## src/rtl/pfi_pkg.sv

```systemverilog
package pfi_pkg;
  typedef enum logic [1:0] {
    FM_LOW  = 2'b00,
    FM_HIGH = 2'b01,
    FM_FLIP = 2'b10,
    FM_PASS = 2'b11
  } fault_mode_e;

  typedef struct packed {
    logic        inject;
    fault_mode_e mode;
  } inj_strobe_t;
endpackage

```

## src/rtl/pfi_lfsr.sv

```systemverilog
module pfi_lfsr #(
  parameter int          LFSR_W   = 16,
  parameter logic [LFSR_W-1:0] SEED     = 16'hACE1,
  parameter logic [LFSR_W-1:0] TAP_MASK = 16'hB400
) (
  input  logic              clk,
  input  logic              rstN,
  input  logic              advance,
  output logic [LFSR_W-1:0] state
);
  logic feedBit;

  assign feedBit = ^(state & TAP_MASK);

  always_ff @(posedge clk) begin
    if (!rstN)        state <= SEED;
    else if (advance) state <= {state[LFSR_W-2:0], feedBit};
  end
endmodule

```

## src/rtl/pfi_ctrl.sv

```systemverilog
module pfi_ctrl
  import pfi_pkg::*;
#(
  parameter int CNT_W  = 8,
  parameter int LFSR_W = 16,
  parameter logic [LFSR_W-1:0] SEED = 16'hACE1
) (
  input  logic              clk,
  input  logic              rstN,
  input  logic              enable,
  input  logic [CNT_W-1:0]  widthCfg,
  input  logic [CNT_W-1:0]  periodCfg,
  input  logic [1:0]        faultMode,
  input  logic              probEn,
  input  logic [LFSR_W-1:0] probThresh,
  output inj_strobe_t       strobe
);
  localparam logic [CNT_W-1:0]  CNT_ONE  = CNT_W'(1);
  localparam logic [LFSR_W-1:0] TAP_MASK = LFSR_W'(16'hB400);

  logic [CNT_W-1:0]  curWidth;
  logic [CNT_W-1:0]  curPeriod;
  logic [CNT_W-1:0]  count;
  logic              fireGate;
  logic              boundary;
  logic              drawHit;
  logic [LFSR_W-1:0] draw;

  pfi_lfsr #(.LFSR_W(LFSR_W), .SEED(SEED), .TAP_MASK(TAP_MASK)) u_lfsr (
    .clk     (clk),
    .rstN    (rstN),
    .advance (enable && boundary),
    .state   (draw)
  );

  assign boundary = (curPeriod == '0) || (count == curPeriod - CNT_ONE);
  assign drawHit  = (draw <= probThresh);

  always_ff @(posedge clk) begin
    if (!rstN || !enable) begin
      curWidth  <= '0;
      curPeriod <= '0;
      count     <= '0;
      fireGate  <= 1'b0;
    end else if (boundary) begin
      curWidth  <= widthCfg;
      curPeriod <= periodCfg;
      count     <= '0;
      fireGate  <= !probEn || drawHit;
    end else begin
      count <= count + CNT_ONE;
    end
  end

  always_comb begin
    strobe.inject = fireGate && (curWidth != '0) && (curPeriod != '0)
                    && (count < curWidth);
    strobe.mode   = fault_mode_e'(faultMode);
  end
endmodule

```

## src/rtl/pfi_datapath.sv

```systemverilog
module pfi_datapath
  import pfi_pkg::*;
(
  input  logic        sigIn,
  input  inj_strobe_t strobe,
  output logic        sigOut,
  output logic        pulseActive
);
  logic faulted;

  always_comb begin
    unique case (strobe.mode)
      FM_LOW:  faulted = 1'b0;
      FM_HIGH: faulted = 1'b1;
      FM_FLIP: faulted = ~sigIn;
      default: faulted = sigIn;
    endcase
  end

  assign sigOut      = strobe.inject ? faulted : sigIn;
  assign pulseActive = strobe.inject;
endmodule

```

## src/rtl/pulse_fault_injector.sv

```systemverilog
module pulse_fault_injector
  import pfi_pkg::*;
#(
  parameter int CNT_W = 8
) (
  input  logic             clk,
  input  logic             rstN,
  input  logic             enable,
  input  logic             sigIn,
  input  logic [CNT_W-1:0] widthCfg,
  input  logic [CNT_W-1:0] periodCfg,
  input  logic [1:0]       faultMode,
  input  logic             probEn,
  input  logic [15:0]      probThresh,
  output logic             sigOut,
  output logic             pulseActive
);
  inj_strobe_t strobe;

  pfi_ctrl #(.CNT_W(CNT_W), .LFSR_W(16), .SEED(16'hACE1)) u_ctrl (
    .clk        (clk),
    .rstN       (rstN),
    .enable     (enable),
    .widthCfg   (widthCfg),
    .periodCfg  (periodCfg),
    .faultMode  (faultMode),
    .probEn     (probEn),
    .probThresh (probThresh),
    .strobe     (strobe)
  );

  pfi_datapath u_dp (
    .sigIn       (sigIn),
    .strobe      (strobe),
    .sigOut      (sigOut),
    .pulseActive (pulseActive)
  );
endmodule

```

## config.mk

```make
export PLATFORM = sky130hd
export DESIGN_NAME = pulse_fault_injector
export DESIGN_NICKNAME = d
export VERILOG_FILES = /design/src/rtl/pfi_pkg.sv /design/src/rtl/pfi_lfsr.sv /design/src/rtl/pfi_ctrl.sv /design/src/rtl/pfi_datapath.sv /design/src/rtl/pulse_fault_injector.sv
export SDC_FILE = /design/constraint.sdc
export NUM_CORES = 1
export LEC_CHECK = 0
export ABC_AREA = 1
export BUFFER_PORTS_ARGS = -buffer_cell sky130_fd_sc_hd__buf_4
export CAP_MARGIN = 0
export CORE_AREA = 2 2 75 77
export CTS_CLUSTER_DIAMETER = 60
export DETAILED_ROUTE_END_ITERATION = 10
export DIE_AREA = 0 0 77 79
export PLACE_DENSITY = 0.73
export REMOVE_ABC_BUFFERS = 1
export SLEW_MARGIN = 20
export SYNTH_ARGS = -nofsm -noshare
export SYNTH_HDL_FRONTEND = slang
export SYNTH_SLANG_ARGS = --single-unit
```

## constraint.sdc

```tcl
create_clock -name clk -period 2.02 [get_ports clk]
set_clock_uncertainty 0.2 [all_clocks]
set_input_delay 0.202 -clock clk [delete_from_list [all_inputs] [get_ports clk]]
set_output_delay 0.202 -clock clk [all_outputs]
set_load 0.03 [all_outputs]
```

==> impl_metrics.json <==
{
  "outcome": "complete, but fails checks",
  "failed_checks": "negative setup slack",
  "cts_sinks": 41,
  "dr.pass1.iters": 4,
  "fin_crit_ns": 2.195,
  "ys_top_cells_by_count": "nand2_1 (62), inv_1 (50), nor2_1 (50)",
  "synth.distinct_cells": 28,
  "ys_ff_latch": 41,
  "seq_power_share": 0.240,
  "cp_max_fo": 5,
  "die_x_um": 77,
  "powerDensity_nw_per_um2": 1512,
  "maxCapViolations": 0,
  "synth-edff-count": 0,
  "drt_iter0_markers": 176,
  "slew_viol_final": 0,
  "fmax_ghz": 0.4555,
  "power_switching_mw": 2.726,
  "tns_ns": -2.224,
  "rr_worst_depth": 12,
  "wl_mm": 7.116,
  "grt_overflow": 0,
  "finalSetupViolations": 42,
  "antenna_found_initial": 0,
  "ys.flop_type": "dfxtp_1",
  "crit_type": "flop to output port",
  "p_int_mw": 2.924,
  "hold_depth": 5,
  "synth_seq_area_share": 0.3189,
  "crit_required_ns": 1.62,
  "grt_max_degree": 27,
  "slew_headroom": 0.6318,
  "avgSynthCellArea_sq_um": 6.937,
  "n_antenna_cell": 0,
  "p_comb_frac": 0.658,
  "track_usage": 0.2213,
  "finalHoldViolCount": 0,
  "synth.cell_area_sq_um": 2574,
  "finalCritPeriodShare": 1.087,
  "cpPeakStageDelay_ns": 0.33,
  "yosysWarnings": 0,
  "yosysMostFrequentCell": "nand2_1",
  "cts_buffers": 5,
  "fin_ws_ns": -0.1753,
  "min_path_type": "input pin to flop",
  "path_clk_slew_ns": 0.08,
  "ant_nets": 0,
  "final_cells": 520,
  "power_leakage_nw": 1.729,
  "core_area_sq_um": 5338,
  "numPortBuffers": 40,
  "htree_levels": 2,
  "gp_congestion": 0.8876,
  "fin_area_sq_um": 3737,
  "grt_pass1_wl_mm": 11.02,
  "syn_inst": 371,
  "crit_arrival_ns": 1.79,
  "worst_slew_pin_slew_ns": 0.5516,
  "placed_cell_area_sq_um": 2993,
  "num_rows": 27,
  "chipHeight_um": 79,
  "crit_chain": "inv_2 -> ha_4 -> nand4_1 -> or2_4 -> nand3_2 -> nor2_4 -> o21ai_1 -> buf_4",
  "r2r_slack_ns": -0.14,
  "final_util": 0.7002,
  "crit_slowest_cell": "dfxtp_2",
  "dieArea_sq_um": 6083,
  "drive_above_1_share": 0.3772,
  "clock_latency_ns": 0.30,
  "wl_per_cell_um": 13.68,
  "min_to": "u_ctrl.curWidth[6]",
  "clock_power_share": 0.102,
  "synth_top_area_cell": "dfxtp_1",
  "first_global_vias": 2588,
  "syn2layout_area_growth_pct": 45.21,
  "switching_share": 0.4825,
  "async_flop_share": 0,
  "initial_core_util": 0.4822,
  "drc": 0,
  "synth.top_cell.area_share": 0.3189,
  "r2r_start": "u_ctrl.curPeriod[0]",
  "peakVddDrop_uv": 733.0,
  "cts_tree": "built",
  "rsz0062_at_grt": "yes",
  "critPathCaptureType": "output port",
  "root_buffer": "clkbuf_8",
  "place_inst": 486,
  "clock_path_buffers": 2,
  "start_kind": "flop",
  "min_from": "widthCfg[6]",
  "dp_slack_ns": -0.03268,
  "dp_hpwl_mm": 4.396,
  "vias": 2689,
  "nets": 511,
  "io-pin-count": 41,
  "avgViaCountPerCell": 5.171,
  "synth_area_leaders": "dfxtp_1 (32%), ha_1 (12%), nand2_1 (9.0%), nand3_1 (8.0%), inv_1 (7.3%)",
  "worst_r2r_endpoint": "u_ctrl.curWidth[4]"
}
-- worst max-delay path, delay by kind of cell, from the launching register on --
kind | cells | cell delay, ns
AOI/OAI and AO/OA | 1 | 0.12
buffers and inverters | 2 | 0.24
DFF | 1 | 0.33
and+or+nand+nor | 4 | 0.62
adders and majority gates | 1 | 0.17
-- sequential cells by signal (all words and copies together) (netlist names) --
signal and cells:
u_ctrl.count 8, u_ctrl.curPeriod 8, u_ctrl.u_lfsr.state 16, u_ctrl.curWidth 8
u_ctrl.fireGate 1
-- repair_timing --
item | 4_1_cts | 5_1_grt
cloned | 2 | 2
hold endpoints to repair | 20 | 0
pin swaps | 19 | 23
gates resized for setup | 37 | 71
setup buffers | 6 | 1
hold buffers | 16 | 0
endpoints found under the setup margin | 19 | 43
-- power by group through the flow --
| stage | combinational [mW] | sequential, mW | clock [mW] |
|---|---|---|---|
| final | 3.72 | 1.35 | 0.577 |
| after global routing | 4.04 | 1.39 | 0.625 |
| after CTS | 2.93 | 1.30 | 0.584 |
| after detailed placement | 2.42 | 1.31 | 0 |
| after global placement | 2.33 | 1.31 | 0 |
| after floorplan | 1.72 | 1.26 | 0 |
-- layout make-up --
type | instances | area (sq um)
multi-input cells | 266 | 1824
fillers | 426 | 1600
flip-flops and latches | 41 | 837.1
repair buffers | 80 | 678.2
inverters | 53 | 211.5
well taps | 72 | 90.09
clock buffers | 6 | 82.58
clock inverters | 2 | 13.76
-- layer usage --
layer  track usage  part of all wire
met2        0.4132              0.51
met4       0.08036             0.019
met5             0                 0
met1        0.2562              0.42
met3       0.03409             0.055
-- cells by family after synthesis --
group / after synthesis / synth area share
adders and majority gates: 25 / 0.1215
AOI/OAI and AO/OA: 50 / 0.09967
DFF: 41 / 0.3189
and+or+nand+nor: 176 / 0.3014
buffers and inverters: 65 / 0.1108
xor gates and xnor gates: 14 / 0.04764
-- worst max-delay path by stage --
stage,from,end,slack (ns),depth (start not counted)
6_report,u_ctrl.curPeriod[0],sigOut,-0.18,8
5_1_grt,u_ctrl.curWidth[1],sigOut,-0.28,10
4_1_cts,u_ctrl.curWidth[5],sigOut,-0.21,10
3_5_place_dp,u_ctrl.curPeriod[0],u_ctrl.u_lfsr.state[9],-0.03,13
3_3_place_gp,u_ctrl.curWidth[5],sigOut,0.02,10
2_1_floorplan,u_ctrl.curPeriod[0],sigOut,-0.42,7
-- cell usage in the layout, fill, tap and decap left out, drive strengths merged, types with 6 or more instances in the layout --
cell and count:
clkbuf 6, buf 64, xor2 8, nor2 62, nand3 42, inv 53
o21ai 25, dfxtp 41, nand2 66, dlygate4sd3 16, xnor2 6, ha 25
a21oi 22
-- per-stage QoR --
step	hold WS, ns	power (mW)
4_1_cts	0.01267	4.818
5_1_grt	0.06745	6.052
3_5_place_dp	0.2326	3.730
6_report	0.01840	5.650
3_3_place_gp	0.2276	3.638
2_1_floorplan	0.08611	2.977
(Power assumes the default switching activity.)
